===== src/rtl/ss_nms_3d.sv =====
module ss_nms_3d #(
  parameter int DW     = 22,
  parameter int LINE_W = 512,
  parameter int YW     = 9,
  parameter int LW     = 3
) (
  input  logic                 clk,
  input  logic                 rst_n,
  input  logic                 in_valid,
  input  logic                 in_first,
  input  logic signed [DW-1:0] in_lo,
  input  logic signed [DW-1:0] in_mid,
  input  logic signed [DW-1:0] in_hi,
  input  logic [YW-1:0]        line_y,
  input  logic [LW-1:0]        line_layer,
  input  logic signed [DW-1:0] thresh,
  output logic                 det_valid,
  output logic [$clog2(LINE_W)-1:0] det_x,
  output logic [YW-1:0]        det_y,
  output logic [LW-1:0]        det_layer
);

  localparam int XW = $clog2(LINE_W);
  localparam int CW = $clog2(LINE_W + 1);
  localparam int NB = 26;

  function automatic logic signed [DW-1:0] smax(input logic signed [DW-1:0] a,
                                                input logic signed [DW-1:0] b);
    return (a > b) ? a : b;
  endfunction

  logic [1:0]          rc;
  logic [CW-1:0]       col;
  logic [YW-1:0]       y_q;
  logic [LW-1:0]       l_q;
  logic signed [DW-1:0] s0 [2][3];
  logic signed [DW-1:0] s1 [3][3];
  logic signed [DW-1:0] s2 [3][3];
  logic signed [DW-1:0] inrow [3];

  logic [1:0]    rc_e;
  logic [CW-1:0] col_e;
  logic          take, slice_done, fire;

  assign rc_e       = in_first ? 2'd0 : rc;
  assign col_e      = in_first ? '0 : col;
  assign take       = in_valid && (col_e < CW'(LINE_W));
  assign slice_done = take && (rc_e == 2'd2);
  assign fire       = slice_done && (col_e >= CW'(2));
  assign inrow[0]   = in_lo;
  assign inrow[1]   = in_mid;
  assign inrow[2]   = in_hi;

  always_ff @(posedge clk or negedge rst_n) begin
    if (!rst_n) begin
      rc  <= '0;
      col <= '0;
    end else if (in_valid) begin
      if (in_first) begin
        y_q <= line_y;
        l_q <= line_layer;
      end
      if (take) begin
        if (slice_done) begin
          rc  <= '0;
          col <= col_e + CW'(1);
          for (int r = 0; r < 3; r++)
            for (int l = 0; l < 3; l++) begin
              s2[r][l] <= s1[r][l];
              s1[r][l] <= (r == 2) ? inrow[l] : s0[r[0]][l];
            end
        end else begin
          rc  <= rc_e + 2'd1;
          col <= col_e;
          for (int l = 0; l < 3; l++) s0[rc_e[0]][l] <= inrow[l];
        end
      end else begin
        rc  <= rc_e;
        col <= col_e;
      end
    end
  end

  logic signed [DW-1:0] cb [3][3][3];
  logic signed [DW-1:0] nb [NB];

  always_comb begin
    for (int r = 0; r < 3; r++)
      for (int l = 0; l < 3; l++) begin
        cb[0][r][l] = s2[r][l];
        cb[1][r][l] = s1[r][l];
        cb[2][r][l] = (r == 2) ? inrow[l] : s0[r[0]][l];
      end
  end

  always_comb begin
    int n;
    n = 0;
    for (int k = 0; k < 3; k++)
      for (int r = 0; r < 3; r++)
        for (int l = 0; l < 3; l++)
          if (!(k == 1 && r == 1 && l == 1)) begin
            nb[n] = cb[k][r][l];
            n = n + 1;
          end
  end

  logic                 vld_p   [1:6];
  logic                 above_p [1:6];
  logic signed [DW-1:0] ctr_p   [1:6];
  logic [XW-1:0]        x_p     [1:6];
  logic [YW-1:0]        y_p     [1:6];
  logic [LW-1:0]        l_p     [1:6];

  logic signed [DW-1:0] m1 [NB];
  logic signed [DW-1:0] m2 [13];
  logic signed [DW-1:0] m3 [7];
  logic signed [DW-1:0] m4 [4];
  logic signed [DW-1:0] m5 [2];
  logic signed [DW-1:0] m6;

  always_ff @(posedge clk or negedge rst_n) begin
    if (!rst_n) begin
      for (int i = 1; i <= 6; i++) vld_p[i] <= 1'b0;
      det_valid <= 1'b0;
    end else begin
      vld_p[1] <= fire;
      for (int i = 2; i <= 6; i++) vld_p[i] <= vld_p[i-1];
      det_valid <= vld_p[6] && above_p[6] && (ctr_p[6] > m6);
    end
  end

  always_ff @(posedge clk) begin
    for (int i = 0; i < NB; i++) m1[i] <= nb[i];
    ctr_p[1]   <= cb[1][1][1];
    above_p[1] <= cb[1][1][1] > thresh;
    x_p[1]     <= XW'(col_e - CW'(1));
    y_p[1]     <= y_q;
    l_p[1]     <= l_q;
    for (int i = 2; i <= 6; i++) begin
      ctr_p[i]   <= ctr_p[i-1];
      above_p[i] <= above_p[i-1];
      x_p[i]     <= x_p[i-1];
      y_p[i]     <= y_p[i-1];
      l_p[i]     <= l_p[i-1];
    end
    for (int i = 0; i < 13; i++) m2[i] <= smax(m1[2*i], m1[2*i+1]);
    for (int i = 0; i < 6; i++)  m3[i] <= smax(m2[2*i], m2[2*i+1]);
    m3[6] <= m2[12];
    for (int i = 0; i < 3; i++)  m4[i] <= smax(m3[2*i], m3[2*i+1]);
    m4[3] <= m3[6];
    m5[0] <= smax(m4[0], m4[1]);
    m5[1] <= smax(m4[2], m4[3]);
    m6    <= smax(m5[0], m5[1]);
    det_x     <= x_p[6];
    det_y     <= y_p[6];
    det_layer <= l_p[6];
  end

endmodule


===== config.mk =====
export PLATFORM = sky130hd
export DESIGN_NAME = ss_nms_3d
export DESIGN_NICKNAME = d
export VERILOG_FILES = /design/src/rtl/ss_nms_3d.sv
export SDC_FILE = /design/constraint.sdc
export NUM_CORES = 2
export LEC_CHECK = 0
export ABC_CLOCK_PERIOD_IN_PS = 13300
export CELL_PAD_IN_SITES_DETAIL_PLACEMENT = 0
export CELL_PAD_IN_SITES_GLOBAL_PLACEMENT = 1
export CORE_UTILIZATION = 45
export CTS_BUF_LIST = sky130_fd_sc_hd__clkbuf_16
export DETAILED_ROUTE_END_ITERATION = 10
export DONT_BUFFER_PORTS = 1
export PLACE_DENSITY_LB_ADDON = 0.1
export RECOVER_POWER = 100
export SLEW_MARGIN = 20
export SYNTH_ARGS = -nofsm -noshare
export SYNTH_HDL_FRONTEND = slang
export SYNTH_SLANG_ARGS = --single-unit

===== constraint.sdc =====
create_clock -name clk -period 13.3 [get_ports clk]
set_input_delay 2.66 -clock clk [delete_from_list [all_inputs] [get_ports clk]]
set_output_delay 2.66 -clock clk [all_outputs]
set_load 0.005 [all_outputs]

# == Word-level counts from Yosys, hierarchy flattened ==
# Memories as Yosys holds them, arrays and structs flattened. A register that Yosys moved wholly into a read port is not among the register bits.
# Index checks and enable logic that the tools add are counted.
# op_classes
n_addsub,3
n_mul,0
n_div,0
magnitude_cmp,29
eq_ne,1
n_shift,0
mux,39
n_bitwise,0
reduce_logical,8
# op_table
cell,count
$gt A22 B22 Y1,27
$mux W22,25
$mux W10,3
$add A10 B1 Y10 const B,1
$ge A10 B2 Y1 const B,1
$lt A10 B10 Y1 const B,1
$sub A9 B1 Y9 const B,1
$mux W1,8
$logic_and A1 B1 Y1,7
$mux W2,3
$reduce_and A3 Y1,1
$add A2 B1 Y2 const B,1
$eq A2 B2 Y1 const B,1
# totals
register_bits,53
latchBits,0
ramBits,1936
romBits,0
in_bits,104
output_inout_bits,22
elab_cells,105
mem_count,13
# memory_table
name,words,word_bits,read_ports,rd_clocked_by_memory_dff,wr,line_no,text
m1,26,22,26,0,26,115,logic signed [DW-1:0] m1 [NB];
m2,13,22,13,0,13,116,logic signed [DW-1:0] m2 [13];
s1,3,66,3,0,3,37,logic signed [DW-1:0] s1 [3][3];
s2,3,66,3,0,3,38,logic signed [DW-1:0] s2 [3][3];
m3,7,22,7,0,7,117,logic signed [DW-1:0] m3 [7];
ctr_p,6,22,6,0,6,110,logic signed [DW-1:0] ctr_p [1:6];
+7 memories,-,-,-,-,-,-,

# == Depth between registers and ports, before layout ==
# logic_depth
ltp_word,9
ltp_mapped,10
ltp_nobuf,8

# == Worst setup path after synthesis ==
# Ideal clock, no wire load.
# synth_path
path_type,in2reg
from,input in_first
to,"memory s1[0][0] (netlist name), enable pin"
setup_ns,0.808
arrival_ns,12.106
required_ns,12.492
slack_ns,0.386
path_stages,2
n_path_buf,0
path_cell_list,nor4_4 > and2_1
# synth_lines
element,line_no,text
from (decl),10,"input logic in_first,"
to (decl),37,

==> results.yml <==
cts:
  cts_hold_buf: 0
  numClockSinks: 2010
  cts_resized: 0
  clkTransAtPathRegs_ns: 0.06
  root_buffer: "clkbuf_16"
  h-tree-depth: 4
  cts_buffers: 201
  clockBufferDepth: 3
  post-cts-setup-buffers: 0
  cts_tree: "done"
  clock_latency_ns: 0.85
floorplan:
  io_pins: 126
  fp.dieH_um: 417
  start_util_pct: 45.5
  rows: 151
  core_area_um2: 170000
  dieWidth_um: 417
  die_area_um2: 174000
routing:
  wl_mm: 223
  routed.top_layer: "met5"
  dr_wl_met2_mm: 102
  ant_nets: 0
  vias: 48898
  viasPerCell: 5.36
  wl_per_cell_um: 24.5
  drt_iter0_markers: 3868
  drc: 0
  wl_met1_mm: 101
  met3_length_mm: 13.3
  firstDrtPassIters: 5
yosys:
  async_flop_share_pct: 0.945
  yosysWarnings: 0
  synth_cells: 6666
  synth_nets: 7366
  ys_seq_area_share_pct: 59.1
  synthTopCellsByArea: "dfxtp_1, edfxtp_1, ha_1"
  yosysTopAreaCellShare_pct: 37.5
  netlist_area_um2: 77400
  synth_edf_count: 540
  synth-main-ff-cell: "dfxtp_1"
  synth.avg_cell_area_um2: 11.6
  synth_area_leader_cell: "dfxtp_1"
  synth_seq_cells: 2010
  synth.distinct_cells: 58
final_layout:
  nets: 7364
  layout-drive-gt1-share_pct: 7.85
  multi_input_area_um2: 27600
  area_growth_pct: 11.0
  fill_cells: 15025
  final_area_um2: 85900
  fin_cells: 9126
  regArea_um2: 45700
grt:
  grt_first_pass_wirelength_mm: 318
  grt_pass1_vias: 46332
  grt.total_usage_pct: 25.3
  antenna_found_initial: 67
  grt_max_degree: 137
  grt_overflow: 0
sta:
  finalCritPeriodShare_pct: 54.8
  relSlewSlack_pct: -188
  grt_setup_unrepaired: "false"
  setup_viol: 0
  maxSlewViolCount: 606
  finalHoldViolCount: 0
  finClkSkew_ns: 0.0620
  min_period_ns: 7.29
  fmax_mhz: 137
  finalSetupTns_ns: 0
  worst_slew_pin_slew_ns: 4.27
power:
  swShare_pct: 28.1
  peakVddDrop_mv: 0.141
  p_int_mw: 10.9
  pwr-share-clk_pct: 38.1
  pwr-share-comb_pct: 15.4
  p_per_area_nw_per_um2: 177
  p_seq_share_pct: 46.4
  leakagePower_nw: 36.6
  switchingPower_mw: 4.27
worst_hold_path:
  min_path_cells: 0
  hp-class: "reg2reg"
placed_design:
  gp_congestion: 0.872
  place_inst: 8675
  hpwl_mm: 166
  port_buffers: 0
  postPlaceCellArea_um2: 79400
critical_path:
  crit_arrival_ns: 7.73
  rr_worst_depth: 9
  required_ns: 13.74
  path_max_fanout: 136
  critPathLaunchType: "input pin"
  worst_setup_path_end_kind: "flip-flop"
  path_class: "in2reg"
status:
  violations: "capacitance limit, slew limit"
  outcome: "finished with violations"
run:
  maxCapViolCount: 19
-- path summary, 6_finish.rpt --
| kind | slack (ns) | endpoint | from |
|---|---|---|---|
| max in group asynchronous | 11.68 | col[2] | rst_n |
| setup reg to reg | 7.09 | m2[0][8] | m1[0][43] |
| min in group asynchronous | 1.52 | vld_p[1] | rst_n |
| hold / removal | 0.30 | m1[0][156] | s2[2][24] |
| hold reg to reg | 0.30 | m1[0][156] | s2[2][24] |
| setup / recovery | 6.01 | s1[0][35] | in_first |
-- sequential cells by signal, summed over array words and instances (netlist names), 44 cells and up --
signal	cells
m1	572
s0	132
s2	198
y_p	54
m3	154
ctr_p	132
m4	88
m2	286
s1	198
m5	44
x_p	54
-- power groups by stage --
stage               clock network [mW]  logic [mW]  registers (mW)
detailed placement                   0        2.41            7.18
floorplan                            0        1.71            7.00
global placement                     0        2.39            7.18
finish                            5.79        2.34            7.05
global route                      6.16        2.61            7.08
CTS                               5.89        2.43            7.06
-- critical path, stage by stage --
cell	delay, ns
nor4_1	1.36
and2_0	2.18
buf_12	0.59
buf_12	0.62
-- stage by stage --
step	utilization, %	power, mW	hold slack (ns)	worst slack (ns)
6_report	50.5	15.2	0.304	6.01
5_1_grt	50.5	15.8	0.298	5.65
3_3_place_gp	46.7	9.57	0.310	7.54
3_5_place_dp	46.7	9.60	0.312	7.50
2_1_floorplan	-	8.71	0.310	0.386
4_1_cts	50.8	15.4	0.296	8.39
-- cell families (layout without fill, tap and decap cells) --
family,count (synthesis),in the layout,synth area share [%]
AND/OR/NAND/NOR,1651,1651,11.7
AO/OA/AOI/OAI,1193,1193,9.22
multiplexers,330,330,5.54
flip-flops,2010,2010,59.1
adder cells (fa/ha/maj),596,596,9.64
other,0,63,0
buffers and inverters,875,1054,4.61
XOR/XNOR,11,11,0.125
-- cell type report --
class / count / share of cell area [%]
clock inverter: 177 / 2.03
timing repair buffer: 50 / 0.422
sequential: 2010 / 53.2
antenna: 63 / 0.184
inverter: 620 / 2.71
tap: 2218 / 3.23
multi-input combinational: 3781 / 32.1
clock buffer: 207 / 6.03
-- metal layers --
layer  vias to the layer above  global-route usage (%)
met4                        24                    8.45
met3                       329                    3.89
met5                         -                       0
li1                      23737                       -
met2                      1223                    40.3
met1                     23585                    35.3
-- synthesized netlist by cell type (3+ instances only) --
cell and count:
o21ai_0 525, o21ai_2 14, o31a_1 33, and3_1 441
inv_1 620, nor2b_1 232, xor2_1 5, o41a_1 7
nor4b_1 7, nand2_1 154, a22oi_1 230, nor4_2 7
dfrtp_1 19, dfxtp_1 1451, and4_1 23, a21boi_1 7
a21o_1 15, buf_1 20, or3_1 10, nor2_1 280
mux2_2 177, nor3_1 43, nand4_1 121, a22o_1 25
nand3b_1 3, mux2_4 152, edfxtp_1 540, buf_6 28
a21oi_1 259, nand3_1 263, clkbuf_1 195, nand4_2 12
o21a_1 33, buf_4 10, nand2b_1 22, o22ai_1 7
nor4_1 28, ha_1 596, xnor2_1 6, a21boi_0 19
o21ba_2 7
-- cell usage in the layout, fill, tap and decap left out, types with 63 or more instances in the layout --
cell / instances
dfxtp_1: 1451
inv_1: 662
ha_1: 586
o21ai_0: 540
edfxtp_1: 540
and3_1: 441
nor2_1: 280
nand3_1: 263
a21oi_1: 259
nor2b_1: 232
a22oi_1: 225
clkbuf_16: 207
mux2_1: 168
nand2_1: 154
nand4_1: 126
mux2_2: 115
diode_2: 63
(Power assumes the default switching activity.)
